File: src/rtl/peak_meter_pkg.sv
package peak_meter_pkg;
    localparam int NUM_SEG = 21;
    localparam int LVL_W   = $clog2(NUM_SEG + 1);

    typedef logic [LVL_W-1:0] level_t;

    // Threshold of each segment, index 0 = lowest segment.
    function automatic logic [15:0] seg_threshold(input int idx);
        case (idx)
            0:       seg_threshold = 16'd33;     // -60 dBFS
            1:       seg_threshold = 16'd65;     // -54
            2:       seg_threshold = 16'd130;    // -48
            3:       seg_threshold = 16'd260;    // -42
            4:       seg_threshold = 16'd519;    // -36
            5:       seg_threshold = 16'd1036;   // -30
            6:       seg_threshold = 16'd1843;   // -25
            7:       seg_threshold = 16'd3277;   // -20
            8:       seg_threshold = 16'd5193;   // -16
            9:       seg_threshold = 16'd7336;   // -13
            10:      seg_threshold = 16'd10362;  // -10
            11:      seg_threshold = 16'd11626;
            12:      seg_threshold = 16'd13045;
            13:      seg_threshold = 16'd14636;
            14:      seg_threshold = 16'd16422;
            15:      seg_threshold = 16'd18426;
            16:      seg_threshold = 16'd20675;
            17:      seg_threshold = 16'd23197;
            18:      seg_threshold = 16'd26028;
            19:      seg_threshold = 16'd29204;  // -1
            default: seg_threshold = 16'd32767;  // 0 dBFS
        endcase
    endfunction
endpackage

File: src/rtl/pm_level_quant.sv
module pm_level_quant
    import peak_meter_pkg::*;
#(
    parameter int SAMPLE_W = 16
) (
    input  logic [SAMPLE_W-1:0] mag,
    output level_t              level
);
    logic [NUM_SEG-1:0] hit;

    // One comparator per segment.
    for (genvar i = 0; i < NUM_SEG; i++) begin : g_cmp
        assign hit[i] = 32'(mag) >= 32'(seg_threshold(i));
    end

    always_comb begin
        level = '0;
        for (int i = 0; i < NUM_SEG; i++) begin
            level = level + level_t'(hit[i]);
        end
    end
endmodule

File: src/rtl/pm_bar_encode.sv
module pm_bar_encode
    import peak_meter_pkg::*;
(
    input  level_t             cur_level,
    input  level_t             held_level,
    output logic [NUM_SEG-1:0] bar
);
    // Thermometer part plus a single hold dot.
    for (genvar i = 0; i < NUM_SEG; i++) begin : g_seg
        assign bar[i] = (level_t'(i) < cur_level) || (held_level == level_t'(i + 1));
    end
endmodule

File: src/rtl/pm_peak_hold.sv
module pm_peak_hold
    import peak_meter_pkg::*;
#(
    parameter int HOLD_SAMPLES = 48000
) (
    input  logic   clk,
    input  logic   rst,
    input  logic   strobe,
    input  level_t new_level,
    output level_t held_level
);
    localparam int TMR_W = $clog2(HOLD_SAMPLES + 1);
    localparam logic [TMR_W-1:0] TMR_RELOAD = TMR_W'(HOLD_SAMPLES);

    typedef struct packed {
        level_t           held;
        logic [TMR_W-1:0] timer;
    } hold_state_t;

    hold_state_t st_d, st_q;

    always_comb begin
        st_d = st_q;
        if (strobe) begin
            if (new_level >= st_q.held) begin
                st_d.held  = new_level;
                st_d.timer = TMR_RELOAD;
            end else if (st_q.timer <= TMR_W'(1)) begin
                st_d.held  = new_level;
                st_d.timer = TMR_RELOAD;
            end else begin
                st_d.timer = st_q.timer - TMR_W'(1);
            end
        end
    end

    always_ff @(posedge clk) begin
        if (rst) begin
            st_q <= '0;
        end else begin
            st_q <= st_d;
        end
    end

    assign held_level = st_q.held;
endmodule

File: src/rtl/peak_meter.sv
module peak_meter
    import peak_meter_pkg::*;
#(
    parameter int SAMPLE_W     = 16,
    parameter int HOLD_SAMPLES = 48000
) (
    input  logic                clk,
    input  logic                rst,
    input  logic                smp_valid,
    input  logic [SAMPLE_W-1:0] smp_mag,
    output logic [NUM_SEG-1:0]  seg_bar
);
    typedef struct packed {
        level_t cur;
    } meter_state_t;

    meter_state_t ms_d, ms_q;
    level_t       quant_level;
    level_t       held_level;

    pm_level_quant #(.SAMPLE_W(SAMPLE_W)) u_quant (
        .mag   (smp_mag),
        .level (quant_level)
    );

    pm_peak_hold #(.HOLD_SAMPLES(HOLD_SAMPLES)) u_hold (
        .clk        (clk),
        .rst        (rst),
        .strobe     (smp_valid),
        .new_level  (quant_level),
        .held_level (held_level)
    );

    always_comb begin
        ms_d = ms_q;
        if (smp_valid) begin
            ms_d.cur = quant_level;
        end
    end

    always_ff @(posedge clk) begin
        if (rst) begin
            ms_q <= '0;
        end else begin
            ms_q <= ms_d;
        end
    end

    pm_bar_encode u_enc (
        .cur_level  (ms_q.cur),
        .held_level (held_level),
        .bar        (seg_bar)
    );
endmodule

File: config.mk
export PLATFORM = sky130hd
export DESIGN_NAME = peak_meter
export DESIGN_NICKNAME = d
export VERILOG_FILES = /design/src/rtl/peak_meter_pkg.sv /design/src/rtl/pm_level_quant.sv /design/src/rtl/pm_bar_encode.sv /design/src/rtl/pm_peak_hold.sv /design/src/rtl/peak_meter.sv
export SDC_FILE = /design/constraint.sdc
export NUM_CORES = 1
export LEC_CHECK = 0
export BUFFER_PORTS_ARGS = -buffer_cell sky130_fd_sc_hd__buf_2
export CAP_MARGIN = 10
export CORE_MARGIN = 2
export CORE_UTILIZATION = 30
export DETAILED_ROUTE_END_ITERATION = 7
export MAX_ROUTING_LAYER = met4
export PLACE_DENSITY = 0.51
export SKIP_CTS_REPAIR_TIMING = 1
export SLEW_MARGIN = 20
export SYNTH_ARGS = -nofsm -noshare
export SYNTH_HDL_FRONTEND = slang
export SYNTH_HIERARCHICAL = 1
export SYNTH_SLANG_ARGS = --single-unit
File: constraint.sdc
create_clock -name clk -period 8.35 [get_ports clk]
set_clock_uncertainty 0.2 [all_clocks]
set_input_delay 0.835 -clock clk [delete_from_list [all_inputs] [get_ports clk]]
set_output_delay 0.835 -clock clk [all_outputs]
set_load 0.01 [all_outputs]
==> out/metrics.cfg <==
[worst_setup_path]
reg_to_reg_critical_path_startpoint = u_hold/held_level[2]
timing.critical_path.cells = buf_2 > nor4_1 > nand2_1 > a2111oi_2 > fa_1 > inv_1 > fa_1 > fa_1 > inv_1 > fa_1 > fa_1 > fa_1 > inv_2 > fa_1 > ha_1 > o21ai_0 > o21ai_0 > o211ai_1 > a21boi_4 > mux2i_1
worst-endpoint-required_ps = 8360
critPathLaunch = smp_mag[5]
worst_path_max_delay_cell = sky130_fd_sc_hd__nor4_1
max_stage_delay_ps = 610
path_delay_family = adder cells
peak_fanout_along_the_critical_path = 12
crit_path_frequent_cell = sky130_fd_sc_hd__fa_1
critical_path.endpoint_type = flip-flop
worst_ep_arrival_time_ps = 7350
criticalPathCategory = in -> reg
path_buf_inv = 4
worst_setup_path_start_kind = input pin

[pwr]
power.leakage_nw = 1.17
ir_worst_vdd_v = 0.000112
power-per-cell-area_nw_per_um2 = 352

[min_path]
worstHoldPathType = reg -> reg
hp-start = u_hold/st_q[2]

[die]
core.rowCount = 36
floorplan_die_height_um = 103
core_um2 = 9590
initial_core_utilization_pct = 30.5
die_width_um = 103
io_pins = 40
die_area_um2 = 10500

[synth]
ys_warn_count = 6
synth_area_leader_cell = sky130_fd_sc_hd__dfxtp_1
post-synth-top-area-fraction_pct = 17.8
number_of_enable_flip_flop_cells_after_synthesis = 0
synth_most_common_cell = sky130_fd_sc_hd__inv_1
ys_seq_area_share_pct = 17.8
synthesized_area_divided_by_synthesized_cell_count_um2 = 7.92
mapped_area_um2 = 2920
synth_ff_type = sky130_fd_sc_hd__dfxtp_1
synthTopCellsByCount = sky130_fd_sc_hd__inv_1 (27), sky130_fd_sc_hd__dfxtp_1 (26), sky130_fd_sc_hd__nor2_1 (26)
postSynthRegisterBits = 26
synth_async_sr_flop_share_pct = 0
syn-num-nets = 416
yosys-top-cells-area = sky130_fd_sc_hd__dfxtp_1 (18%), sky130_fd_sc_hd__fa_1 (10%), sky130_fd_sc_hd__ha_1 (5.6%)
yosys.cell_types.count = 62
synth_cells = 369

[drt]
maxUsedRoutingLayer = met4
route.antenna.remaining_nets = 0
drt_first_iter_violations = 124
route.final.wire_length_mm = 7.34
routed_wire_length_per_instance_um = 14.3
wl_met3_um = 390
met2WireLength_mm = 3.46
met1_length_mm = 3.41
vias = 2802
routed_via_density = 5.46
detailedRoute.firstPassIterationCount = 5
detail_route.drc_violations = 0

[global_route]
number_of_global_route_vias_before_repair = 2566
antenna_found_initial = 0
largest_net_degree_at_the_start_of_global_routing = 27
grt_pass1_wl_mm = 12.1
overflow = 0
globalRouteTotalUtil_pct = 14.5

[run_status]
status = finished clean

[clocking]
level_count_of_the_clock_h_tree = 1
clockBufferDepth = 2
numCtsBuffers = 3
clk_latency_ps = 270
cts-root-buf = sky130_fd_sc_hd__clkbuf_8
worst_setup_hold_path_clk_slew_ps = 90
clock_sinks = 26
tritoncts_clock_tree = done

[timing]
worstMarginPinSlew_ps = 674
fmax_mhz = 136
post_route_setup_tns_ps = 0
finalHoldViolations = 0
finalCritPeriodShare_pct = 88.0
setup_viol = 0
slew_viol_final = 0
fin_worst_hold_slack_ps = 310
maxSlewHeadroom_pct = 53.9
rsz_0062_raised_after_global_routing = no
min_period_ps = 7350

[place]
numPortBuffers = 39
finalWeightedCongestion = 0.881
placed_cells_incl_taps = 509
hpwlAfterDp_mm = 5.52

[layout]
share_of_the_core_filled_with_cells_pct = 33.2
layout.cells.non_filler = 513
areaGrowthSynthToFinish_pct = 8.95
finish.net_count = 428
ratio_of_cells_with_drive_above_1_in_the_final_layout_pct = 15.8
filler_cell_count = 1009
antenna_cells_inserted = 0

[run]
maxCapViolations = 0

-- worst register-to-register path, cell delays in order, from the launching register on --
cell and delay [ps]:
sky130_fd_sc_hd__dfxtp_1 530, sky130_fd_sc_hd__inv_1 110, sky130_fd_sc_hd__ha_1 300, sky130_fd_sc_hd__o21ai_0 70
sky130_fd_sc_hd__o21ai_0 290, sky130_fd_sc_hd__o211ai_1 280, sky130_fd_sc_hd__a21boi_4 390, sky130_fd_sc_hd__mux2i_1 220
-- through the flow --
step / instance area, µm² / total power, mW / setup slack, ps
finish: 3180 / 1.12 / 1000
global route: 3180 / 1.23 / 708
CTS: 3180 / 1.12 / 1100
detailed placement: 3110 / 1.01 / 844
global placement: 3110 / 1.01 / 972
floorplan: 2920 / 0.853 / 1380
-- cell type report --
type	instances	area (µm²)	area share (%)
multi-input combinational	283	2130	66.8
inverter	28	105	3.30
tap	133	166	5.23
clock inverter	1	30.0	0.943
sequential	26	520	16.3
clock buffer	3	41.3	1.30
timing repair buffer	39	195	6.13
-- cell families (layout without fill, tap and decap cells) --
group / after synthesis / after routing / share of synthesized area (%)
compound gates: 109 / 109 / 27.0
mux: 6 / 6 / 2.05
xor+xnor: 14 / 14 / 4.20
buf+inv: 60 / 71 / 9.46
flops: 26 / 26 / 17.8
simple gates: 126 / 126 / 23.7
fa+ha+maj: 28 / 28 / 15.8
-- registers in the layout, summed over array words and instances (netlist names) --
signal	cells
u_hold/held_level	5
ms_q	5
u_hold/st_q	16
-- final timing paths --
kind | depth (start not counted) | endpoint | slack (ps)
min | 2 | u_hold/st_q[2] | 310
max | 20 | u_hold/held_level[0] | 1000
min reg2reg | 2 | u_hold/st_q[2] | 310
max reg2reg | 7 | u_hold/held_level[0] | 5890
-- per-layer routing --
layer  global-route usage [%]  vias up
li1                         -     1365
met1                     19.5     1321
met2                     24.0      108
met3                    0.949        8
met4                     3.28        0
met5                        -        -
-- layout by cell type (no fill, tap or decap), types with 4 or more instances in the layout --
cell                        instances
sky130_fd_sc_hd__a211oi_1           6
sky130_fd_sc_hd__a21o_1             5
sky130_fd_sc_hd__a21oi_1           24
sky130_fd_sc_hd__a31oi_1            6
sky130_fd_sc_hd__buf_2             39
sky130_fd_sc_hd__dfxtp_1           26
sky130_fd_sc_hd__fa_1              15
sky130_fd_sc_hd__ha_1              13
sky130_fd_sc_hd__inv_1             27
sky130_fd_sc_hd__mux2i_1            6
sky130_fd_sc_hd__nand2_1           24
sky130_fd_sc_hd__nand2b_1           7
sky130_fd_sc_hd__nand3_1           11
sky130_fd_sc_hd__nor2_1            26
sky130_fd_sc_hd__nor3_1            18
sky130_fd_sc_hd__nor4_1            10
sky130_fd_sc_hd__o2111ai_1          4
sky130_fd_sc_hd__o211ai_1          14
sky130_fd_sc_hd__o21a_1             4
sky130_fd_sc_hd__o21ai_0            8
sky130_fd_sc_hd__o21ai_1            8
sky130_fd_sc_hd__o22ai_1            4
sky130_fd_sc_hd__o31ai_1            7
sky130_fd_sc_hd__or3_1              4
sky130_fd_sc_hd__xnor2_1            7
sky130_fd_sc_hd__xor2_1             7
-- power breakdown --
part	internal, mW	total [mW]	switching [mW]
sequential	0.177	0.269	0.0918
combinational	0.315	0.750	0.435
clock	0.0641	0.104	0.0396
total	0.556	1.12	0.566
No activity file was read; power rests on OpenSTA's default activity.
